File: config.mk
export PLATFORM = sky130hd
export DESIGN_NAME = cge_energy_unit
export DESIGN_NICKNAME = d
export VERILOG_FILES = /design/src/rtl/cge_pkg.sv /design/src/rtl/cge_conflict.sv /design/src/rtl/cge_pair_delta.sv /design/src/rtl/cge_scan_ctrl.sv /design/src/rtl/cge_accum.sv /design/src/rtl/cge_energy_unit.sv
export SDC_FILE = /design/constraint.sdc
export NUM_CORES = 1
export LEC_CHECK = 0
export ABC_AREA = 1
export CORE_AREA = 4 4 423 425
export CTS_BUF_LIST = sky130_fd_sc_hd__clkbuf_4 sky130_fd_sc_hd__clkbuf_8
export DETAILED_ROUTE_END_ITERATION = 8
export DIE_AREA = 0 0 427 429
export DONT_BUFFER_PORTS = 1
export PLACE_DENSITY_LB_ADDON = 0.05
export SLEW_MARGIN = 20
export SYNTH_ARGS = -nofsm -noshare
export SYNTH_HDL_FRONTEND = slang
export SYNTH_SLANG_ARGS = --single-unit
File: constraint.sdc
create_clock -name clk -period 7.61 [get_ports clk]
set_clock_uncertainty 0.1 [all_clocks]
set_input_delay 1.522 -clock clk [delete_from_list [all_inputs] [get_ports clk]]
set_output_delay 1.522 -clock clk [all_outputs]
set_load 0.02 [all_outputs]
File: src/rtl/cge_pkg.sv
package cge_pkg;

  typedef enum logic [1:0] {
    ST_IDLE  = 2'd0,
    ST_SCAN  = 2'd1,
    ST_DRAIN = 2'd2,
    ST_DONE  = 2'd3
  } cge_state_e;

endpackage

File: src/rtl/cge_conflict.sv
module cge_conflict #(
  parameter int CODE_W = 4
) (
  input  logic [CODE_W-1:0] code_a,
  input  logic [CODE_W-1:0] code_b,
  input  logic [CODE_W:0]   num_colors,
  output logic              hit
);
  logic same, a_bad, b_bad;

  always_comb begin
    same  = (code_a == code_b);
    a_bad = ({1'b0, code_a} >= num_colors);
    b_bad = ({1'b0, code_b} >= num_colors);
    hit   = same | a_bad | b_bad;
  end
endmodule

File: src/rtl/cge_pair_delta.sv
module cge_pair_delta #(
  parameter int CODE_W   = 4,
  parameter int WEIGHT_W = 8,
  parameter int ACC_W    = 17
) (
  input  logic [CODE_W-1:0]        trial0,
  input  logic [CODE_W-1:0]        trial1,
  input  logic [CODE_W-1:0]        other,
  input  logic [CODE_W:0]          num_colors,
  input  logic [WEIGHT_W-1:0]      weight,
  output logic signed [ACC_W-1:0]  delta
);
  logic [1:0]              hit;
  logic [1:0][CODE_W-1:0]  trials;
  logic signed [ACC_W-1:0] w_ext;

  assign trials[0] = trial0;
  assign trials[1] = trial1;

  for (genvar g = 0; g < 2; g++) begin : g_trial
    cge_conflict #(.CODE_W(CODE_W)) u_conf (
      .code_a     (trials[g]),
      .code_b     (other),
      .num_colors (num_colors),
      .hit        (hit[g])
    );
  end

  always_comb begin
    w_ext = {{(ACC_W-WEIGHT_W){weight[WEIGHT_W-1]}}, weight};
    case (hit)
      2'b10:   delta = w_ext;
      2'b01:   delta = -w_ext;
      default: delta = '0;
    endcase
  end
endmodule

File: src/rtl/cge_scan_ctrl.sv
module cge_scan_ctrl
  import cge_pkg::*;
#(
  parameter int NODES  = 256,
  parameter int NODE_W = 8
) (
  input  logic              clk,
  input  logic              rst_n,
  input  logic              start,
  input  logic [NODE_W-1:0] target,
  input  logic              res_ready,
  output logic              idle,
  output logic              done,
  output logic              rd_en,
  output logic [NODE_W-1:0] rd_col,
  output logic              pipe_vld,
  output logic [NODE_W-1:0] pipe_idx
);
  localparam logic [NODE_W-1:0] LAST = NODE_W'(NODES - 1);

  cge_state_e        st;
  logic [NODE_W-1:0] idx;

  always_comb begin
    idle   = (st == ST_IDLE);
    done   = (st == ST_DONE);
    rd_en  = (st == ST_SCAN) && (idx != target);
    rd_col = idx;
  end

  always_ff @(posedge clk) begin
    if (!rst_n) begin
      st       <= ST_IDLE;
      idx      <= '0;
      pipe_vld <= 1'b0;
      pipe_idx <= '0;
    end else begin
      pipe_vld <= rd_en;
      pipe_idx <= idx;
      case (st)
        ST_IDLE: if (start) begin
          st  <= ST_SCAN;
          idx <= '0;
        end
        ST_SCAN: if (idx == LAST) st <= ST_DRAIN;
                 else idx <= idx + 1'b1;
        ST_DRAIN: st <= ST_DONE;
        ST_DONE: if (res_ready) st <= ST_IDLE;
        default: st <= ST_IDLE;
      endcase
    end
  end
endmodule

File: src/rtl/cge_accum.sv
module cge_accum #(
  parameter int ACC_W = 17,
  parameter int RES_W = 8
) (
  input  logic                    clk,
  input  logic                    rst_n,
  input  logic                    clear,
  input  logic                    add_en,
  input  logic signed [ACC_W-1:0] delta,
  output logic [RES_W-1:0]        result
);
  localparam logic signed [ACC_W-1:0] SAT_HI = ACC_W'((1 << (RES_W - 1)) - 1);
  localparam logic signed [ACC_W-1:0] SAT_LO = -SAT_HI - 1;

  logic signed [ACC_W-1:0] acc;

  always_ff @(posedge clk) begin
    if (!rst_n)      acc <= '0;
    else if (clear)  acc <= '0;
    else if (add_en) acc <= acc + delta;
  end

  always_comb begin
    if (acc > SAT_HI)      result = SAT_HI[RES_W-1:0];
    else if (acc < SAT_LO) result = SAT_LO[RES_W-1:0];
    else                   result = acc[RES_W-1:0];
  end
endmodule

File: src/rtl/cge_energy_unit.sv
module cge_energy_unit #(
  parameter int NODES    = 256,
  parameter int CODE_W   = 4,
  parameter int WEIGHT_W = 8,
  parameter int RES_W    = 8,
  localparam int NODE_W  = $clog2(NODES),
  localparam int BIT_W   = $clog2(CODE_W),
  localparam int ACC_W   = WEIGHT_W + NODE_W + 1
) (
  input  logic                      clk,
  input  logic                      rst_n,
  input  logic                      req_valid,
  output logic                      req_ready,
  input  logic [CODE_W:0]           req_colors,
  input  logic [NODE_W-1:0]         req_node,
  input  logic [BIT_W-1:0]          req_bit,
  input  logic [NODES*CODE_W-1:0]   state_codes,
  output logic                      wt_rd_en,
  output logic [NODE_W-1:0]         wt_rd_row,
  output logic [NODE_W-1:0]         wt_rd_col,
  input  logic [WEIGHT_W-1:0]       wt_rd_data,
  output logic                      res_valid,
  input  logic                      res_ready,
  output logic [RES_W-1:0]          res_energy
);
  logic                    start, idle, done, pipe_vld;
  logic [NODE_W-1:0]       pipe_idx;
  logic [NODE_W-1:0]       tgt_r;
  logic [CODE_W:0]         q_r;
  logic [CODE_W-1:0]       cur_code, trial0_r, trial1_r, other_code;
  logic signed [ACC_W-1:0] delta;

  assign start     = req_valid && idle;
  assign req_ready = idle;
  assign res_valid = done;
  assign wt_rd_row = tgt_r;

  always_comb begin
    cur_code   = state_codes[int'(req_node) * CODE_W +: CODE_W];
    other_code = state_codes[int'(pipe_idx) * CODE_W +: CODE_W];
  end

  always_ff @(posedge clk) begin
    if (!rst_n) begin
      tgt_r    <= '0;
      q_r      <= '0;
      trial0_r <= '0;
      trial1_r <= '0;
    end else if (start) begin
      tgt_r    <= req_node;
      q_r      <= req_colors;
      trial0_r <= cur_code & ~(CODE_W'(1) << req_bit);
      trial1_r <= cur_code |  (CODE_W'(1) << req_bit);
    end
  end

  cge_scan_ctrl #(.NODES(NODES), .NODE_W(NODE_W)) u_ctrl (
    .clk       (clk),
    .rst_n     (rst_n),
    .start     (start),
    .target    (tgt_r),
    .res_ready (res_ready),
    .idle      (idle),
    .done      (done),
    .rd_en     (wt_rd_en),
    .rd_col    (wt_rd_col),
    .pipe_vld  (pipe_vld),
    .pipe_idx  (pipe_idx)
  );

  cge_pair_delta #(.CODE_W(CODE_W), .WEIGHT_W(WEIGHT_W), .ACC_W(ACC_W)) u_pair (
    .trial0     (trial0_r),
    .trial1     (trial1_r),
    .other      (other_code),
    .num_colors (q_r),
    .weight     (wt_rd_data),
    .delta      (delta)
  );

  cge_accum #(.ACC_W(ACC_W), .RES_W(RES_W)) u_acc (
    .clk    (clk),
    .rst_n  (rst_n),
    .clear  (start),
    .add_en (pipe_vld),
    .delta  (delta),
    .result (res_energy)
  );
endmodule

## After elaboration in Yosys (flattened, before gate mapping)

Cells that the tools add are included.

- $add $sub $neg: 3
- Order comparisons: 5
- Eq/ne operators: 13
- Shifts and indexed selects: 3
- Multiplexer cells: 10
- Bitwise logic cells: 8
- Reduce and logical (&&, ||, !) cells: 7

Operators with widths:

| operator | count |
|---|---|
| $shiftx 1024x11->4 | 2 |
| $pmux 17 s2 | 1 |
| $mux 8 | 4 |
| $add 17x17->17 | 1 |
| $gt 17x8->1 const B | 1 |
| $lt 17x8->1 const B | 1 |
| $neg 8->17 | 1 |
| $pmux 8 s2 | 1 |
| $ge 4x5->1 | 3 |
| $add 8x1->8 const B | 1 |
| $eq 4x4->1 | 2 |
| $eq 8x8->1 const B | 1 |
| $ne 8x8->1 | 1 |
| $pmux 2 s4 | 1 |
| $eq 2x2->1 const B | 3 |
| $mux 2 | 3 |
| $ne 2x2->1 const B | 3 |
| $reduce_and 3->1 | 2 |
| $and 4x4->4 | 1 |
| $eq 2x1->1 const B | 2 |
| $not 4->4 | 1 |
| $or 1x1->1 | 4 |
| $or 4x4->4 | 1 |
| $shl 1x2->4 const A | 1 |
| 6 further kinds | 7 |

- Flip-flop bits (word level): 57
- Output and inout bits: 27

## Depth between registers and ports, before layout

- Word-level depth: 7
- Depth in mapped cells: 41
- Mapped depth without buffers: 37

## Modules after synthesis

From an unflattened synthesis, not the netlist that was laid out.

- Cell total of the unflattened synthesis: 5135
- Area, all modules: 24626.1 µm²

By module, submodules not included:

| module | instances | cells an instance | area each (µm²) | seq. area each (µm²) |
|---|---|---|---|---|
| cge_energy_unit | 1 | 4454 | 20648.6 | 420.4 |
| cge_accum | 1 | 318 | 1793.0 | 340.3 |
| cge_scan_ctrl | 1 | 161 | 1119.8 | 380.4 |
| cge_conflict | 2 | 63 | 322.8 | 0.0 |
| cge_pair_delta | 1 | 76 | 419.2 | 0.0 |

## Least setup slack after synthesis

No wires, ideal clock.

- Path type: input port to flip-flop
- Start point: input state_codes[188]
- End point: register u_acc.acc[13]
- Setup time: 0.115 ns
- Arrival: 5.696 ns
- Data required time: 7.395 ns
- Setup slack: 1.698 ns
- Cell stages on the path: 36
- Path buffers: 2
- Path through: nand2_1 -> nand3_1 -> nand3_1 -> nand3_1 -> nand3_1 -> nand2_1 -> nand2_1 -> nand3_1 -> nand3_2 -> nand2_2 -> inv_1 -> ha_1 -> inv_1 -> nand2_1 -> a21oi_1 -> o21bai_1 -> a21oi_1 -> nor2_1 -> nor2_1 -> o21ai_1 -> ha_1 -> clkbuf_1 -> clkbuf_1 -> a21oi_1 -> ha_1 -> a21oi_1 -> nand2_1 -> a21oi_1 -> o21ai_0 -> a21boi_0 -> o21ai_0 -> nand2_1 -> nand2_1 -> xor2_1 -> o21ai_0 -> inv_1

- Longest elaborated chain between the ends: 7
- Elaborated cells between the ends (all ways): 12
- Classes of those cells: 1 x add/sub; 1 x order compare; 4 x eq/ne; 1 x shift; 1 x mux; 4 x bitwise

Ends and longest elaborated chain:

| item | line | RTL |
|---|---|---|
| from (decl) | cge_energy_unit.sv:17 | `input logic [NODES*CODE_W-1:0] state_codes,` |
| $shiftx 1024x11->4 * | cge_energy_unit.sv:40 | `other_code = state_codes[int'(pipe_idx) * CODE_W +: CODE_W];` |
| branches (longest 4 deep; another with $ge 4x5->1) | -- |  |
| $pmux 17 s2 * | cge_pair_delta.sv:31 | `case (hit)` |
| $add 17x17->17 * | cge_accum.sv:20 | `else if (add_en) acc <= acc + delta;` |
| to (signal assigned) | cge_accum.sv:20 |  |
| to (decl) | cge_accum.sv:15 | `logic signed [ACC_W-1:0] acc;` |

Every way passes the cells marked *.
A chain may end at the register's enable or synchronous reset.

## Worst setup path after layout

- Start point: register u_ctrl.pipe_idx[0]
- End point: register u_acc.acc[13]

- Longest elaborated chain between the ends: 7
- Elaborated cells between the ends (all ways): 12
- Classes of those cells: 1 x add/sub; 1 x order compare; 4 x eq/ne; 1 x shift; 1 x mux; 4 x bitwise

Ends and longest elaborated chain:

| item | line | RTL |
|---|---|---|
| from (decl) | cge_scan_ctrl.sv:17 | `output logic [NODE_W-1:0] pipe_idx` |
| from (signal assigned) | cge_scan_ctrl.sv:39 | `pipe_idx <= idx;` |
| $shiftx 1024x11->4 * | cge_energy_unit.sv:40 |  |
| branches (longest 4 deep; another with $ge 4x5->1) | -- |  |
| $pmux 17 s2 * | cge_pair_delta.sv:31 |  |
| $add 17x17->17 * | cge_accum.sv:20 |  |

Marked as above.

==> impl_metrics.csv <==
group,metric,value,unit
setup_path,slowest_stage,"dfxtp_4",
setup_path,crit_path_end_kind,"flop",
timing,finalSetupTns,0,ps
clock_tree,cts_tree,"done",
yosys,synth_area_leaders,"nand3_1, nand2_1, o21ai_0",
clock_tree,cts_buffer_depth,2,
floorplanning,ios,1078,
routing,drtAntennaViolNets,0,
floorplanning,die_h,429,um
yosys,async_flop_share,0,%
clock_tree,htreeDepth,3,
yosys,synth_ff_type,"dfxtp_1",
global_routing,track_usage,24.45,%
yosys,yosysUniqueCellTypes,44,
routing,drt-total-wl,237400,um
global_routing,grt_pass1_vias,33968,
yosys,syn_nets,6007,
timing,relSlewSlack,0.8245,%
timing,min_period_over_period,88.87,%
clock_tree,postCtsSetupRepairBufs,0,
power_and_ir_drop,clkPwrFrac,9.8,%
run,cap_violations,0,
power_and_ir_drop,p_leak,0.01034,uW
floorplanning,dieArea,0.1832,mm2
yosys,synth_top_cell_area_share,24.61,%
yosys,synth-warning-count,0,
yosys,seq_area_frac_synth,4.808,%
place,postPlaceCellArea,0.02574,mm2
global_routing,antenna_found_initial,29,
clock_tree,cts_resized,0,
timing,worst_pin_slew,1488,ps
routing,dr.pass1.iters,6,
setup_path,path_max_fanout,72,
final_layout,drive_above_1_share,4.244,%
routing,wl_per_cell,33.96,um
power_and_ir_drop,cellPowerDensity,133.7,mW/mm2
power_and_ir_drop,p_sw,2101,uW
routing,drtIter0Drc,3175,
floorplanning,core_area,0.1753,mm2
global_routing,grt_max_degree,517,
yosys,synth_area,0.02373,mm2
routing,vias,35524,
setup_path,required,7790,ps
yosys,synthMostInstantiatedCell,"nand2_1",
place,post-place-ws,282.5,ps
yosys,synth-edff-count,0,
setup_path,cp.arrival,6940,ps
timing,grt_setup_unrepaired,"false",
yosys,synthCells,4916,
timing,clock.fmax,147.9,MHz
final_layout,final_nets,5704,
power_and_ir_drop,pwr-share-comb,77.3,%
place,place_congestion,0.8987,
floorplanning,die_w,427,um
timing,fin_crit,6763,ps
setup_path,cp-start-kind,"flop",
floorplanning,rows,154,
final_layout,finalNonFillerCells,6990,
clock_tree,path_clk_slew,80,ps
clock_tree,clockRootBuffer,"clkbuf_8",
power_and_ir_drop,power_frac_seq,12.8,%
timing,setup_viol,0,
final_layout,syn2layout_area_growth,9.758,%
clock_tree,cts_sinks,57,
clock_tree,hold_buffers,0,
routing,via_per_inst,5.082,
yosys,synthTopCellsByCount,"nand2_1, nand3_1, nor2_1, o21ai_0, o22ai_1",
power_and_ir_drop,internal_power,1382,uW
status,status,"finished clean",
setup_path,crit_type,"flop to flop",
yosys,synth_seq_cells,57,
yosys,syn_area_per_cell,4.828,um2
timing,setup_slack,847.3,ps
place,dp_cells,6942,
yosys,yosysTopAreaCell,"nand3_1",
floorplanning,start_util,13.54,%
timing,hold_viol,0,
global_routing,grt_pass1_wl,314000,um
timing,slew_violations,0,
routing,drc,0,
clock_tree,insertion_delay,390,ps
clock_tree,numCtsBuffers,9,
power_and_ir_drop,swShare,60.33,%
min_path,hp-class,"flop to flop",
final_layout,finalInstanceArea,0.02605,mm2
place,hpwl,182800,um
global_routing,grt-ovfl-total,0,
place,portBuffers,0,
power_and_ir_drop,peakVddDrop,0.00008769,V
setup_path,cpPeakStageDelay,530,ps
==> flip-flops by register name, summed over array words and instances, names as in the netlist <==
signal / count
q_r: 5
trial0_r: 4
trial1_r: 4
u_acc.acc: 17
u_ctrl.pipe_idx: 8
u_ctrl.pipe_vld: 1
u_ctrl.rd_col: 8
u_ctrl.st: 2
wt_rd_row: 8
==> placed cells by master (no fill, tap or decap), types with 5 or more instances in the layout <==
| master | n |
|---|---|
| nand2_1 | 1502 |
| nand3_1 | 1167 |
| nor2_1 | 558 |
| o21ai_0 | 547 |
| o22ai_1 | 253 |
| buf_4 | 117 |
| inv_1 | 103 |
| a21oi_1 | 99 |
| dfxtp_1 | 51 |
| o21ai_1 | 40 |
| ha_1 | 39 |
| diode_2 | 32 |
| buf_12 | 29 |
| xor2_1 | 13 |
| xnor2_1 | 10 |
| clkbuf_8 | 10 |
| nor3_1 | 9 |
| nand3_2 | 8 |
| nand2_2 | 5 |
| dfxtp_4 | 5 |
==> per-stage QoR <==
stage	hold WS [ps]	utilization, %	power, uW
floorplan	341.7	-	2325
global placement	396.5	14.68	3203
detailed placement	386.7	14.68	3173
CTS	397.2	14.81	3543
global route	423.3	14.83	3838
finish	395.1	14.86	3483
==> area by class of cell <==
type	instances	area [um2]
Antenna cell	32	80.08
Clock buffer	10	137.6
Clock inverter	6	81.33
Fill cell	21076	149300
Inverter	116	501.7
Multi-Input combinational cell	4283	19700
Sequential cell	57	1161
Tap cell	2340	2928
Timing Repair Buffer	146	1459
==> path summary, 6_finish.rpt <==
check / from / end / slack, ps / cells after the start
min: u_acc.acc[0] / u_acc.acc[0] / 400 / 2
max: u_ctrl.pipe_idx[0] / u_acc.acc[13] / 850 / 35
max reg2reg: u_ctrl.pipe_idx[0] / u_acc.acc[13] / 850 / 35
min reg2reg: u_acc.acc[0] / u_acc.acc[0] / 400 / 2
==> per-layer routing <==
| metal | vias to the layer above | GRT usage [%] | routed length (um) |
|---|---|---|---|
| met5 | - | 0 | 28 |
| met4 | 4 | 7.362 | 8559 |
| met3 | 245 | 4.507 | 14560 |
| met2 | 1520 | 43.99 | 119200 |
| met1 | 17666 | 29.21 | 94980 |
| li1 | 16089 | - | - |
==> critical path, delay by kind of cell, from the launching register on <==
kind	cells	cell delay, ps
AOI/OAI and AO/OA	10	1810
xor gates and xnor gates	1	140
adders and majority gates	3	850
buffers and inverters	4	800
DFF	1	530
and+or+nand+nor	17	2220
==> power groups by stage <==
stage	Combinational, uW	Clock (uW)	Sequential (uW)
after global placement	2740	0	461
after floorplan	1920	0	406
after CTS	2730	366	450
final	2690	342	447
after detailed placement	2720	0	457
after global routing	3010	373	455
==> kinds of logic (layout without fill, tap and decap cells) <==
logic type | Yosys count | after routing | synth area share, %
compound gates | 959 | 959 | 21.78
xor+xnor | 23 | 23 | 0.8488
fa+ha+maj | 40 | 40 | 2.140
buf+inv | 576 | 278 | 12.22
flops | 57 | 57 | 4.808
other cells | 0 | 32 | 0
simple gates | 3261 | 3261 | 58.20
Note: power is estimated with default switching activity, not from simulation.
